==> config.mk <==
export PLATFORM = sky130hd
export DESIGN_NAME = carry_split_acc
export DESIGN_NICKNAME = d
export VERILOG_FILES = /design/src/rtl/csacc_pkg.sv /design/src/rtl/csacc_delay.sv /design/src/rtl/csacc_lo.sv /design/src/rtl/csacc_hi.sv /design/src/rtl/carry_split_acc.sv
export SDC_FILE = /design/constraint.sdc
export NUM_CORES = 1
export LEC_CHECK = 0
export BUFFER_PORTS_ARGS = -buffer_cell sky130_fd_sc_hd__buf_2
export CAP_MARGIN = 20
export CORE_ASPECT_RATIO = 1.4
export CORE_MARGIN = 3
export CORE_UTILIZATION = 56
export CTS_BUF_LIST = sky130_fd_sc_hd__clkbuf_8 sky130_fd_sc_hd__clkbuf_16
export DETAILED_ROUTE_END_ITERATION = 8
export PLACE_DENSITY = 0.89
export SYNTH_ARGS = -nofsm -noshare
export SYNTH_HDL_FRONTEND = slang
export SYNTH_SLANG_ARGS = --single-unit
==> constraint.sdc <==
create_clock -name clk -period 4 [get_ports clk]
set_input_delay 0.2 -clock clk [delete_from_list [all_inputs] [get_ports clk]]
set_output_delay 0.2 -clock clk [all_outputs]
set_load 0.02 [all_outputs]
==> src/rtl/csacc_pkg.sv <==
`timescale 1ns/1ps
package csacc_pkg;

    localparam int DEF_W    = 41;
    localparam int DEF_LO_W = 21;

    typedef struct packed {
        logic add;
        logic restart;
    } acc_ctl_t;

    function automatic acc_ctl_t make_ctl(input logic add, input logic restart);
        acc_ctl_t c;
        c.add     = add;
        c.restart = restart;
        return c;
    endfunction

endpackage

==> src/rtl/csacc_delay.sv <==
`timescale 1ns/1ps
module csacc_delay #(
    parameter int WIDTH = 1,
    parameter int DEPTH = 1
) (
    input  logic             clk,
    input  logic             rst,
    input  logic [WIDTH-1:0] d,
    output logic [WIDTH-1:0] q
);
    logic [WIDTH-1:0] stage [DEPTH+1];

    assign stage[0] = d;

    for (genvar k = 0; k < DEPTH; k++) begin : g_stage
        always_ff @(posedge clk) begin
            if (rst) stage[k+1] <= '0;
            else     stage[k+1] <= stage[k];
        end
    end

    assign q = stage[DEPTH];
endmodule

==> src/rtl/csacc_lo.sv <==
`timescale 1ns/1ps
module csacc_lo
    import csacc_pkg::*;
#(
    parameter int LW = 21
) (
    input  logic          clk,
    input  logic          rst,
    input  acc_ctl_t      ctl,
    input  logic [LW-1:0] opnd,
    output logic [LW-1:0] part_sum,
    output logic          carry_q
);
    logic [LW:0] wide_add;

    assign wide_add = {1'b0, part_sum} + {1'b0, opnd};

    always_ff @(posedge clk) begin
        if (rst) begin
            part_sum <= '0;
            carry_q  <= 1'b0;
        end else if (ctl.restart) begin
            part_sum <= ctl.add ? opnd : '0;
            carry_q  <= 1'b0;
        end else if (ctl.add) begin
            part_sum <= wide_add[LW-1:0];
            carry_q  <= wide_add[LW];
        end else begin
            carry_q  <= 1'b0;
        end
    end

    // a carry only follows an addition that did not restart the sum
    a_r9_carry_only_after_add: assert property (@(posedge clk) disable iff (rst)
        carry_q |-> $past(ctl.add && !ctl.restart));
endmodule

==> src/rtl/csacc_hi.sv <==
`timescale 1ns/1ps
module csacc_hi
    import csacc_pkg::*;
#(
    parameter int HW = 20
) (
    input  logic          clk,
    input  logic          rst,
    input  acc_ctl_t      ctl_d,
    input  logic [HW-1:0] opnd_d,
    input  logic          carry_in,
    output logic [HW-1:0] part_sum
);
    logic [HW-1:0] cin_ext;
    logic [HW-1:0] base;

    assign cin_ext = {{(HW-1){1'b0}}, carry_in};
    assign base    = ctl_d.restart ? '0 : part_sum;

    always_ff @(posedge clk) begin
        if (rst)
            part_sum <= '0;
        else if (ctl_d.add || ctl_d.restart)
            part_sum <= base + (ctl_d.add ? opnd_d : '0) + cin_ext;
    end

    // with no add and no restart, the upper section keeps its value
    a_r3_hi_holds: assert property (@(posedge clk) disable iff (rst)
        (!ctl_d.add && !ctl_d.restart) |=> $stable(part_sum));
endmodule

==> src/rtl/carry_split_acc.sv <==
`timescale 1ns/1ps
module carry_split_acc
    import csacc_pkg::*;
#(
    parameter int W    = DEF_W,
    parameter int LO_W = DEF_LO_W
) (
    input  logic         clk,
    input  logic         rst,
    input  logic         in_en,
    input  logic         in_clr,
    input  logic [W-1:0] in_data,
    output logic [W-1:0] out_sum,
    output logic         out_valid
);
    localparam int HI_W   = W - LO_W;
    localparam int SKEW_W = HI_W + $bits(acc_ctl_t);

    acc_ctl_t          ctl_now, ctl_late;
    logic [HI_W-1:0]   hi_opnd_late;
    logic [LO_W-1:0]   lo_sum, lo_sum_late;
    logic [HI_W-1:0]   hi_sum;
    logic              carry_q;

    assign ctl_now = make_ctl(in_en, in_clr);

    csacc_lo #(.LW(LO_W)) u_lo (
        .clk(clk), .rst(rst), .ctl(ctl_now), .opnd(in_data[LO_W-1:0]),
        .part_sum(lo_sum), .carry_q(carry_q)
    );

    csacc_delay #(.WIDTH(SKEW_W), .DEPTH(1)) u_skew (
        .clk(clk), .rst(rst),
        .d({ctl_now, in_data[W-1:LO_W]}),
        .q({ctl_late, hi_opnd_late})
    );

    csacc_hi #(.HW(HI_W)) u_hi (
        .clk(clk), .rst(rst), .ctl_d(ctl_late), .opnd_d(hi_opnd_late),
        .carry_in(carry_q), .part_sum(hi_sum)
    );

    csacc_delay #(.WIDTH(LO_W), .DEPTH(1)) u_align (
        .clk(clk), .rst(rst), .d(lo_sum), .q(lo_sum_late)
    );

    csacc_delay #(.WIDTH(1), .DEPTH(2)) u_vld (
        .clk(clk), .rst(rst), .d(in_en), .q(out_valid)
    );

    assign out_sum = {hi_sum, lo_sum_late};

    // valid tracks the enable two edges later
    a_r2_valid_tracks_en: assert property (@(posedge clk) disable iff (rst)
        in_en |=> ##1 out_valid);
    a_r2_idle_not_valid: assert property (@(posedge clk) disable iff (rst)
        !in_en |=> ##1 !out_valid);
    // a clear alone empties the sum
    a_r4_clear_zero: assert property (@(posedge clk) disable iff (rst)
        (in_clr && !in_en) |=> ##1 (out_sum == '0));
    // a clear with an add restarts at the operand
    a_r5_restart_value: assert property (@(posedge clk) disable iff (rst)
        (in_clr && in_en) |=> ##1 (out_sum == $past(in_data, 2)));
    // an idle input leaves the aligned word unchanged
    a_r3_hold_word: assert property (@(posedge clk) disable iff (rst)
        (!in_en && !in_clr) |=> ##1 $stable(out_sum));
endmodule

==> out/qor.csv <==
metric,value,unit
vias,4383,
die_y,116,µm
crit_family,compound AO/OA/AOI/OAI gates,
grt_pass1_wl,19.6,mm
crit_slowest_cell,dfxtp_1,
hold_class,input port to flop,
crit_arrival,3.15,ns
leakage,0.00265,µW
fillers,696,
grt_remaining_overflow,0,
synth.area.top_cells,"dfxtp_1 35%, ha_1 10%, nor2b_1 8.5%, a21oi_1 3.3%, nand2_1 3.2%",
fin_worst_skew,0.00734,ns
gp_congestion,0.889,
tns,0,ns
cts_tree,done,
vias_per_cell,5.88,
endpoint_kind,flop,
final.min_clock_period,2.93,ns
coreArea,8300,µm²
drtPass1Iterations,4,
power_density,370,nW/µm²
portBuffers,86,
grt_pass1_vias,4290,
cp_cell_sequence,nor2b_1 > fa_1 > inv_1 > fa_1 > nor2b_1 > o21ai_1 > a21boi_1 > o211ai_1 > nand2_1 > a211oi_1 > nor3_1 > or3b_1,
ys.flop_type,dfxtp_1,
relSlewSlack,34.9,%
clockRootBuffer,clkbuf_16,
hold_buffers,0,
hold_violations,0,
postLayoutCoreUtil,68.2,%
clock-sinks,86,
synth.avg_cell_area,8.67,µm²
synth_edf_count,0,
dieArea,9870,µm²
synth_commonest_cells,"86 x dfxtp_1, 66 x nor2b_1, 42 x nand2_1",
max_freq,0.341,GHz
rows,39,
slew_viol_final,0,
max-vdd-ir-drop,0.274,mV
syn_area,4870,µm²
postCtsResizedCells,0,
synth_top_area_share,35.3,%
path_max_fanout,9,
worst-setup-path-type,flop to flop,
synth.most_common_cell,dfxtp_1,
status,"finished, final reports clean",
ys_seq_area_share,35.3,%
cts.htree.levels,3,
required,4.22,ns
whs,0.0604,ns
finalNetCount,725,
rsz0062_at_grt,no,
met3_length,663,µm
cts_setup_buffers,0,
ys_ff_latch,86,
netlist_instances,562,
route.met2.wl,6.50,mm
ioPinCount,87,
dp_hpwl,8.74,mm
antenna_found_initial,0,
antennaDiodeCount,0,
period_share,73.2,%
clkLatencyLatePin,0.35,ns
drtAntennaViolNets,0,
avgRoutedWirePerCell,16.1,µm
area_growth,16.1,%
max_stage_delay,0.49,ns
cts_buffer_depth,2,
cp-start-kind,flop,
yosys_warnings,0,
initial_core_util,58.7,%
die_w,84.8,µm
synth_fp_nets,649,
met1Wirelength,4.66,mm
path_buf_inv,1,
synthArstFlopShare,0,%
cts_buffers,9,
highest_layer,met4,
grt_usage,24.7,%
clk_pin_slew,0.07,ns
wl,12.0,mm
drc,0,
ys_types,66,
synth_area_leader_cell,dfxtp_1,
worstMarginPinSlew,0.975,ns
initialDrtViolationCount,180,
layout-drive-gt1-share,18.8,%
cap_violations,0,
finalSetupViolCount,0,
grt_start_max_net_pins,81,
==> final timing paths <==
path                                  startpoint                end  slack (ns)  depth (start not counted)
worst max-delay path                u_skew.q[20]  u_hi.part_sum[12]        1.07                         12
worst min register to register  u_hi.part_sum[8]   u_hi.part_sum[8]        0.47                          2
worst min-delay path                 in_data[31]       u_skew.q[10]        0.06                          2
worst max register to register      u_skew.q[20]  u_hi.part_sum[12]        1.07                         12
==> flip-flops by register name, summed over array words and instances (netlist names) <==
signal         count
u_skew.q          22
u_vld.q            1
u_lo.carry_q       1
u_hi.part_sum     20
u_lo.part_sum     21
u_align.q         21
==> cells by family after synthesis <==
kind of cell    share of synthesized area (%)
xor+xnor                                 4.31
mux                                      1.08
buf+inv                                  2.93
compound gates                           21.4
simple gates                             23.7
flops                                    35.3
fa+ha+maj                                11.2
==> per-layer routing <==
| layer | vias to the layer above | GRT usage [%] |
|---|---|---|
| met5 | - | 0 |
| met4 | 0 | 10.0 |
| met3 | 19 | 6.00 |
| met2 | 124 | 46.7 |
| met1 | 2089 | 26.2 |
| li1 | 2151 | - |
==> power breakdown <==
group          internal (µW)  total, µW  switching (µW)
Combinational            150        361             211
Clock                    441        805             364
Sequential               900        926            25.2
Total                   1490       2090             600
==> final cells by class <==
type	count	area, µm²	share of cell area, %
clock buffer	10	239	4.23
clock inverter	6	46.3	0.819
inverter	13	48.8	0.863
multi-input combinational	438	3010	53.2
sequential	86	1720	30.4
tap	102	128	2.26
timing repair buffer	90	460	8.14
==> through the flow <==
step	setup WS, ns	instances	cell area (µm²)	total power (µW)
detailed placement	1.09	729	5370	1300
global route	0.873	745	5650	2180
finish	1.07	745	5650	2090
CTS	1.08	745	5650	2100
global placement	1.18	729	5370	1280
floorplan	1.13	562	4870	1200
==> cells in the final DEF (no fill, tap or decap), types with 9 or more instances in the layout <==
master / netlist / layout
inv_1: 13 / 13
clkbuf_16: 0 / 9
ha_1: 39 / 39
dfxtp_1: 86 / 86
and2_1: 20 / 20
nand2_1: 42 / 42
o21ai_0: 23 / 23
xor2_1: 13 / 13
a21o_1: 10 / 10
nor2b_1: 66 / 66
xnor2_1: 11 / 11
a22oi_1: 17 / 17
buf_2: 0 / 86
a211oi_1: 10 / 10
a21oi_1: 32 / 32
or3_1: 9 / 9
nor2_1: 40 / 39
Note: power is estimated with default switching activity, not from simulation.
